--- config.mk ---
export PLATFORM = sky130hd
export DESIGN_NAME = cmtx_top
export DESIGN_NICKNAME = d
export VERILOG_FILES = /design/src/rtl/cmtx_pkg.sv /design/src/rtl/cmtx_pinsync.sv /design/src/rtl/cmtx_fifo.sv /design/src/rtl/cmtx_shift.sv /design/src/rtl/cmtx_top.sv
export SDC_FILE = /design/constraint.sdc
export NUM_CORES = 1
export LEC_CHECK = 0
export CAP_MARGIN = 20
export CORE_MARGIN = 8
export CORE_UTILIZATION = 50
export CTS_CLUSTER_SIZE = 28
export DETAILED_ROUTE_END_ITERATION = 16
export HOLD_SLACK_MARGIN = 0.05
export MAX_ROUTING_LAYER = met4
export PLACE_DENSITY = 0.68
export SLEW_MARGIN = 20
export SYNTH_ARGS = -nofsm -noshare
export SYNTH_HDL_FRONTEND = slang
export SYNTH_SLANG_ARGS = --single-unit
--- constraint.sdc ---
create_clock -name clk -period 7.7 [get_ports clk]
set_clock_uncertainty 0.1 [all_clocks]
set_input_delay 0.77 -clock clk [delete_from_list [all_inputs] [get_ports clk]]
set_output_delay 0.77 -clock clk [all_outputs]
set_load 0.01 [all_outputs]
--- src/rtl/cmtx_pkg.sv ---
package cmtx_pkg;
  localparam int CLR_OVF   = 0;
  localparam int CLR_UDF   = 1;
  localparam int CLR_FSERR = 2;

  typedef struct packed {
    logic ovf;
    logic udf;
    logic fserr;
  } cmtx_evt_t;
endpackage

--- src/rtl/cmtx_pinsync.sv ---
module cmtx_pinsync #(
  parameter int STAGES = 2
) (
  input  logic clk,
  input  logic rst,
  input  logic sclk_in,
  input  logic lrck_in,
  output logic fall,
  output logic ws_s
);
  logic [STAGES:0]   b_q;
  logic [STAGES-1:0] w_q;

  always_ff @(posedge clk) begin
    if (rst) begin
      b_q <= '1;
      w_q <= '1;
    end else begin
      b_q <= {b_q[STAGES-1:0], sclk_in};
      w_q <= {w_q[STAGES-2:0], lrck_in};
    end
  end

  assign fall = b_q[STAGES] & ~b_q[STAGES-1];
  assign ws_s = w_q[STAGES-1];
endmodule

--- src/rtl/cmtx_fifo.sv ---
module cmtx_fifo #(
  parameter int DATA_W = 32,
  parameter int DEPTH  = 16
) (
  input  logic                       clk,
  input  logic                       rst,
  input  logic                       wr_en,
  input  logic [DATA_W-1:0]          wr_data,
  input  logic                       rd_en,
  output logic [DATA_W-1:0]          rd_data,
  output logic                       empty,
  output logic [$clog2(DEPTH+1)-1:0] count,
  output logic                       ovf_evt
);
  localparam int AW = $clog2(DEPTH);
  localparam int CW = $clog2(DEPTH+1);

  logic [DATA_W-1:0] mem [DEPTH];
  logic [AW-1:0]     wr_ptr, rd_ptr;
  logic              full, wr_ok, rd_ok;

  assign full    = (count == CW'(DEPTH));
  assign empty   = (count == '0);
  assign wr_ok   = wr_en && !full;
  assign rd_ok   = rd_en && !empty;
  assign rd_data = mem[rd_ptr];

  always_ff @(posedge clk) begin
    if (wr_ok) mem[wr_ptr] <= wr_data;
  end

  always_ff @(posedge clk) begin
    if (rst) begin
      wr_ptr  <= '0;
      rd_ptr  <= '0;
      count   <= '0;
      ovf_evt <= 1'b0;
    end else begin
      ovf_evt <= wr_en && full;
      if (wr_ok) wr_ptr <= (wr_ptr == AW'(DEPTH-1)) ? '0 : wr_ptr + AW'(1);
      if (rd_ok) rd_ptr <= (rd_ptr == AW'(DEPTH-1)) ? '0 : rd_ptr + AW'(1);
      case ({wr_ok, rd_ok})
        2'b10:   count <= count + CW'(1);
        2'b01:   count <= count - CW'(1);
        default: count <= count;
      endcase
    end
  end

  // a write into a full FIFO leaves the fill level at the top
  p_full_hold_r3: assert property (@(posedge clk) disable iff (rst)
    (wr_en && full && !rd_en) |=> (count == CW'(DEPTH)));

  // fill level never exceeds the depth
  always_comb begin
    if (!rst) p_count_bound_r3: assert (count <= CW'(DEPTH));
  end
endmodule

--- src/rtl/cmtx_shift.sv ---
module cmtx_shift #(
  parameter int DATA_W = 32,
  parameter int LEN_W  = 5
) (
  input  logic              clk,
  input  logic              rst,
  input  logic              fall,
  input  logic              ws_s,
  input  logic              cfg_en,
  input  logic              cfg_i2s,
  input  logic [LEN_W-1:0]  cfg_len_m1,
  input  logic              cfg_stop,
  input  logic              fifo_empty,
  input  logic [DATA_W-1:0] fifo_data,
  output logic              pop,
  output logic              sd_out,
  output logic              active,
  output logic              udf_evt,
  output logic              fserr_evt
);
  localparam logic [LEN_W-1:0] MSB_IDX = LEN_W'(DATA_W-1);

  logic              ws_prev, edge_d, halted;
  logic              ws_edge, start, go;
  logic [DATA_W-1:0] sh;
  logic [LEN_W-1:0]  remain;

  always_comb begin
    ws_edge = fall && (ws_s != ws_prev);
    start   = fall && (cfg_i2s ? edge_d : ws_edge);
    go      = active ? cfg_en : (cfg_en && !halted && !ws_s);
    pop     = start && go && !fifo_empty;
  end

  always_ff @(posedge clk) begin
    if (rst) begin
      ws_prev   <= 1'b1;
      edge_d    <= 1'b0;
      halted    <= 1'b0;
      active    <= 1'b0;
      sd_out    <= 1'b0;
      sh        <= '0;
      remain    <= '0;
      udf_evt   <= 1'b0;
      fserr_evt <= 1'b0;
    end else begin
      udf_evt   <= 1'b0;
      fserr_evt <= 1'b0;
      if (!cfg_en) halted <= 1'b0;
      if (fall) begin
        ws_prev <= ws_s;
        edge_d  <= ws_edge;
      end
      if (start) begin
        fserr_evt <= active && (remain != '0);
        if (go && !fifo_empty) begin
          active <= 1'b1;
          sd_out <= fifo_data[cfg_len_m1];
          sh     <= (fifo_data << (MSB_IDX - cfg_len_m1)) << 1;
          remain <= cfg_len_m1;
        end else if (go && !cfg_stop) begin
          active  <= 1'b1;
          udf_evt <= 1'b1;
          sd_out  <= 1'b0;
          sh      <= '0;
          remain  <= cfg_len_m1;
        end else begin
          active <= 1'b0;
          sd_out <= 1'b0;
          sh     <= '0;
          remain <= '0;
          if (go) begin
            udf_evt <= 1'b1;
            halted  <= 1'b1;
          end
        end
      end else if (fall) begin
        if (active && remain != '0) begin
          sd_out <= sh[DATA_W-1];
          sh     <= {sh[DATA_W-2:0], 1'b0};
          remain <= remain - LEN_W'(1);
        end else begin
          sd_out <= 1'b0;
        end
      end
    end
  end

  // data only moves after a falling bit-clock edge
  p_sd_on_fall_r12: assert property (@(posedge clk) disable iff (rst)
    !$stable(sd_out) |-> $past(fall));

  // transmission only starts in a left slot with enable requested
  p_enable_on_left_r7: assert property (@(posedge clk) disable iff (rst)
    $rose(active) |-> $past(!ws_s && cfg_en));

  // an underflow slot begins with a zero bit
  p_udf_zero_r8: assert property (@(posedge clk) disable iff (rst)
    udf_evt |-> (sd_out == 1'b0));
endmodule

--- src/rtl/cmtx_top.sv ---
module cmtx_top
  import cmtx_pkg::*;
#(
  parameter int DATA_W      = 32,
  parameter int FIFO_DEPTH  = 16,
  parameter int SYNC_STAGES = 2
) (
  input  logic        clk,
  input  logic        rst,
  input  logic        cfg_en,
  input  logic        cfg_i2s,
  input  logic [4:0]  cfg_len_m1,
  input  logic        cfg_stop_empty,
  input  logic        cfg_req_en,
  input  logic        cfg_dma_en,
  input  logic [2:0]  sts_clr,
  input  logic        wr_en,
  input  logic [31:0] wr_data,
  input  logic        sclk_in,
  input  logic        lrck_in,
  output logic        sd_out,
  output logic        dreq,
  output logic        en_status,
  output logic        sts_ovf,
  output logic        sts_udf,
  output logic        sts_fserr
);
  localparam int CW    = $clog2(FIFO_DEPTH+1);
  localparam int LEN_W = $clog2(DATA_W);
  localparam int HALF  = FIFO_DEPTH / 2;

  logic              fall, ws_s, pop, fifo_empty;
  logic [DATA_W-1:0] fifo_data;
  logic [CW-1:0]     fifo_count;
  cmtx_evt_t         evt;

  cmtx_pinsync #(.STAGES(SYNC_STAGES)) u_sync (
    .clk(clk), .rst(rst), .sclk_in(sclk_in), .lrck_in(lrck_in),
    .fall(fall), .ws_s(ws_s)
  );

  cmtx_fifo #(.DATA_W(DATA_W), .DEPTH(FIFO_DEPTH)) u_fifo (
    .clk(clk), .rst(rst), .wr_en(wr_en), .wr_data(wr_data[DATA_W-1:0]),
    .rd_en(pop), .rd_data(fifo_data), .empty(fifo_empty),
    .count(fifo_count), .ovf_evt(evt.ovf)
  );

  cmtx_shift #(.DATA_W(DATA_W), .LEN_W(LEN_W)) u_shift (
    .clk(clk), .rst(rst), .fall(fall), .ws_s(ws_s),
    .cfg_en(cfg_en), .cfg_i2s(cfg_i2s), .cfg_len_m1(cfg_len_m1[LEN_W-1:0]),
    .cfg_stop(cfg_stop_empty), .fifo_empty(fifo_empty), .fifo_data(fifo_data),
    .pop(pop), .sd_out(sd_out), .active(en_status),
    .udf_evt(evt.udf), .fserr_evt(evt.fserr)
  );

  always_ff @(posedge clk) begin
    if (rst) begin
      dreq      <= 1'b0;
      sts_ovf   <= 1'b0;
      sts_udf   <= 1'b0;
      sts_fserr <= 1'b0;
    end else begin
      dreq      <= cfg_req_en && cfg_dma_en && (fifo_count <= CW'(HALF));
      sts_ovf   <= (sts_ovf   && !sts_clr[CLR_OVF])   || evt.ovf;
      sts_udf   <= (sts_udf   && !sts_clr[CLR_UDF])   || evt.udf;
      sts_fserr <= (sts_fserr && !sts_clr[CLR_FSERR]) || evt.fserr;
    end
  end

  // request only when both enables were set
  p_dreq_gate_r2: assert property (@(posedge clk) disable iff (rst)
    dreq |-> $past(cfg_req_en && cfg_dma_en));

  // a flag stays set unless cleared
  p_ovf_sticky_r11: assert property (@(posedge clk) disable iff (rst)
    (sts_ovf && !sts_clr[CLR_OVF]) |=> sts_ovf);
endmodule

## Yosys cells after proc, flatten, opt, wreduce, memory -nomap -nowiden

Memories as Yosys holds them, arrays and structs flattened. A register that Yosys moved wholly into a read port is not among the register bits.
Cells that the tools add are included.

- Add/sub/neg operators: 6
- Magnitude comparators: 2
- Eq/ne operators: 6
- Shift-type cells: 1
- Multiplexer cells: 33
- Bitwise gates (word level): 3
- Reductions and logical operators: 36

Operator list:

| kind | number |
|---|---|
| 32-bit two-way mux | 4 |
| 32-bit by 5-bit << shifter with 31-bit output | 1 |
| 5-bit two-way mux | 5 |
| 1-bit two-way mux | 18 |
| 1-bit logical AND | 17 |
| 4-bit two-way mux | 4 |
| 5-bit case mux with 2 select lines | 1 |
| 5-bit by 1-bit subtractor with 5-bit output (second input constant) | 2 |
| 4-bit by 1-bit adder with 4-bit output (second input constant) | 2 |
| 4-bit == test (second input constant) | 2 |
| 1-bit zero test | 8 |
| 5-bit by 6-bit less-than comparator with 1-bit output (second input constant) | 1 |
| 2-bit nonzero test | 3 |
| 5-bit by 1-bit adder with 5-bit output (second input constant) | 1 |
| 1-bit binary-select mux with 5-bit select | 1 |
| 5-bit == test (second input constant) | 1 |
| 5-bit by 4-bit <= comparator with 1-bit output (second input constant) | 1 |
| 5-bit zero test | 1 |
| 5-bit nonzero test | 1 |
| 5-bit subtractor (first input constant) | 1 |
| 1-bit logical OR | 3 |
| 3-bit OR reduction | 1 |
| 2-bit by 1-bit == test with 1-bit output (second input constant) | 1 |
| 2-bit == test (second input constant) | 1 |
| 5 further kinds | 6 |

- Flip-flop bits (word level): 67
- Bits in writable memories: 512
- Logic and storage cells: 107
- Memories: 1

Memories:

| name | depth | bits a word | rd ports | clocked after memory_dff | wr ports | line | source |
|---|---|---|---|---|---|---|---|
| u_fifo.mem | 16 | 32 | 1 | 1 | 1 | cmtx_fifo.sv:18 | `logic [DATA_W-1:0] mem [DEPTH];` |

## Depth between registers and ports, before layout

- Depth after elaboration: 10
- Mapped depth: 16
- Gate-level depth less buffers: 13

## Cells and area by module

From an unflattened synthesis, not the netlist that was laid out.

- Cell total of the unflattened synthesis: 1,244
- Area, all modules: 24,143.2 sq um

Modules (own cells, without submodules):

| module | instances | cells an instance | area each (sq um) | seq. area each (sq um) |
|---|---|---|---|---|
| cmtx_fifo | 1 | 828 | 20,314.5 | 15,735.1 |
| cmtx_shift | 1 | 389 | 3,540.9 | 860.8 |
| cmtx_top | 1 | 16 | 150.1 | 80.1 |
| cmtx_pinsync | 1 | 11 | 137.6 | 100.1 |

## Worst setup path after synthesis

No wires, ideal clock.

- Path type: register -> register
- Start: register u_fifo.count[1]
- End: memory u_fifo.mem[3][0], enable pin
- Library setup time: 461 ps
- Arrival time: 3,571 ps
- Slack: 3,568 ps
- Cell stages (with the launch flop): 8
- Buffers on the path: 2
- Cell sequence: dfxtp_1 -> clkbuf_1 -> or3_1 -> or3b_2 -> and2_1 -> clkbuf_1 -> nand2_1 -> nor3_1

- Word-level cells in the longest chain between the ends: 5

Ends and longest elaborated chain:

| element | line | source |
|---|---|---|
| start, declared | cmtx_fifo.sv:12 | `output logic [$clog2(DEPTH+1)-1:0] count,` |
| start signal, assigned | cmtx_fifo.sv:43 | `2'b10: count <= count + CW'(1);` |
| start signal, assigned | cmtx_fifo.sv:44 | `2'b01: count <= count - CW'(1);` |
| start signal, assigned | cmtx_fifo.sv:45 | `default: count <= count;` |
| 5-bit == test | cmtx_fifo.sv:22 | `assign full = (count == CW'(DEPTH));` |
| 1-bit zero test | cmtx_fifo.sv:24 | `assign wr_ok = wr_en && !full;` |
| 1-bit logical AND | cmtx_fifo.sv:24 |  |
| 1-bit two-way mux | cmtx_fifo.sv:29 | `if (wr_ok) mem[wr_ptr] <= wr_data;` |
| 1-bit two-way mux (implied by the code) | cmtx_fifo.sv:29 |  |
| end, declared | cmtx_fifo.sv:18 |  |

No other way between the ends.

==> results.ini <==
[global_routing]
grt_pass1_vias=14700
antenna_found_initial=2
grt_pass1_wl_um=96600
grt_util_all_layers=0.232
grt_max_degree=58
grt.overflow.total=0

[placement]
dp_slack_ps=3430
dp.cells=2226
gp_congestion=0.946
hpwl_um=37900
port_buffers=55

[worst_setup_path]
crit_family=compound AO/OA/AOI/OAI gates
crit_path_end_kind=flip-flop
crit_required_ps=8140
critPathLaunchType=flip-flop
crit_buf_inv=1
worstPathMaxFanout=46
crit_path_cell_trace=buf_4 > mux2i_1 > a221oi_1 > nor4_1 > nor2_1 > nand2_1 > mux4_2 > o311ai_1 > a211o_1
critPathKind=flip-flop to flip-flop
arrival_ps=4710
cpMaxStageDelayCell=a221oi_1
crit_path_max_incr_delay_ps=810

[flow_run]
cap_violations=0

[cells_and_area]
layout.area.seq_um2=16800
drive_gt1_frac=0.166
layout_commonest_cell=edfxtp_1
final_nets=1676
area_delta_synth_final_pct=12.2
final_cells=2336
n_fill_cell=3911
final_cell_mix=edfxtp_1 (512), mux2i_1 (110), nor2_1 (100), nand2_1 (79), mux4_2 (74)
multi_input_area_um2=7670
final_util=0.564

[sta]
finalWorstSetupSlack_ps=3430
max_freq_ghz=0.234
finalSetupViolations=0
max-slew-margin-rel=0.325
setup_tns_ps=0
period_share=0.554
drv_slew=0
rsz0062_at_grt=false
period_needed_ps=4270
worst_pin_slew_ps=1010
hold_viol_final=0

[clock_tree]
clk_path_buf_depth=3
path_clk_slew_ps=60
htreeDepth=2
cts-root-buf=clkbuf_16
postCtsSetupBuffers=0
cts-resized-gates=0
clk_latency_ps=600
cts_tree=built
cts_sinks=582
cts_buffers=59
holdBufCountCts=0

[synthesis]
synth.distinct_cells=88
yosys_warnings=0
ys_seq_area_frac=0.668
avgSynthCellArea_um2=16.1
synth-main-ff-cell=edfxtp_1
async_flop_share=0
syn_area_um2=25100
yosysTopAreaCell=edfxtp_1
syn-num-nets=1620
ys_seq_elements=582
yosysTopAreaCellShare=0.613
synth-edff-count=512
synth_cells=1559
ys_top_cells_by_area=edfxtp_1 (61%), mux4_2 (6.6%), dfxtp_1 (5.6%)

[pwr]
p_leak_nw=8.96
vdd_drop_max_mv=0.145
power_mw=6.66
powerDensity_nw_per_um2=237

[drt]
via_per_inst=6.32
ant_nets=0
wirelength_um=65000
drc=0
drtPass1Iterations=6
vias=14800
wl_per_cell_um=27.8
drt_iter0_markers=1611

[floorplanning]
die_x_um=240
ios=56
die_y_um=240
core_um2=49900
start_util=0.503
die-area_um2=57600
rows=82

[worst_hold_path]
hp-class=flip-flop to flip-flop

[run_status]
outcome=finished, final reports clean

## synth_stat cells, types with 10 or more instances
library cell	n
edfxtp_1	512
o211ai_1	14
nor2_1	113
buf_2	17
o22ai_1	10
mux4_1	28
dfxtp_1	70
clkbuf_1	44
a22oi_1	21
nand2_1	79
mux2i_1	110
and2_1	15
nor3_1	17
a221oi_1	22
a21oi_1	52
ha_1	11
a221o_1	11
nand3_1	14
a211oi_1	16
buf_4	10
mux4_2	74
xor2_1	10
mux2_2	15
a221oi_2	10
inv_1	15
buf_6	10
o21ai_0	71
## layout make-up
type | count | share of cell area
Timing Repair Buffer | 92 | 0.0293
Clock buffer | 73 | 0.0577
Antenna cell | 1 | 0.0000889
Clock inverter | 36 | 0.0114
Multi-Input combinational cell | 859 | 0.272
Tap cell | 672 | 0.0299
Inverter | 21 | 0.00280
Sequential cell | 582 | 0.597
## final timing paths
path | from | to | slack (ps) | cells after the start
setup / recovery | flip-flop | u_shift.sh[27] | 3430 | 9
hold / removal | u_sync.b_q[0] | u_sync.b_q[1] | 320 | 1
setup reg to reg | flip-flop | u_shift.sh[27] | 3430 | 9
hold reg to reg | u_sync.b_q[0] | u_sync.b_q[1] | 320 | 1
## worst register-to-register path: stages, from the launching register on
cell	delay [ps]
dfxtp_4	690
buf_4	790
mux2i_1	200
a221oi_1	810
nor4_1	170
nor2_1	340
nand2_1	80
mux4_2	540
o311ai_1	290
a211o_1	180
## cell families (layout without fill, tap and decap cells)
group	Yosys count	after routing	share of synthesized area
buffers and inverters	118	222	0.0307
flip-flops	582	582	0.668
other	0	1	0
AND/OR/NAND/NOR	298	298	0.0550
XOR/XNOR	12	12	0.00419
adder cells (fa/ha/maj)	11	11	0.00548
AO/OA/AOI/OAI	311	311	0.0898
multiplexers	227	227	0.146
## sequential cells by signal (all words and copies together), names as in the netlist, 2 cells and up, named ones only
signal / count
u_sync.b_q: 3
u_fifo.wr_ptr: 4
u_fifo.mem: 512
u_fifo.count: 5
u_fifo.rd_ptr: 4
u_sync.w_q: 2
u_shift.sh: 31
u_shift.remain: 5
## metal layers
layer / part of all wire / wire [µm] / GRT usage / vias up
met3: 0.076 / 4930 / 0.0392 / 124
li1: - / - / - / 6399
met2: 0.48 / 31000 / 0.361 / 714
met4: 0.031 / 2030 / 0.0763 / 0
met5: 0 / 0 / - / -
met1: 0.42 / 27000 / 0.312 / 7535
## stage by stage
stage,hold WS (ps),cell area [µm²]
after CTS,319,28100
final,315,28100
after global routing,344,28100
after floorplan,289,25100
after detailed placement,306,26200
after global placement,302,26200
## power by group
part / internal (mW) / leakage [nW] / switching, mW
Clock: 1.66 / 0.964 / 1.19
Sequential: 3.47 / 5.20 / 0.0135
Combinational: 0.110 / 2.80 / 0.214
Total: 5.24 / 8.96 / 1.42
No activity file was read; power rests on OpenSTA's default activity.
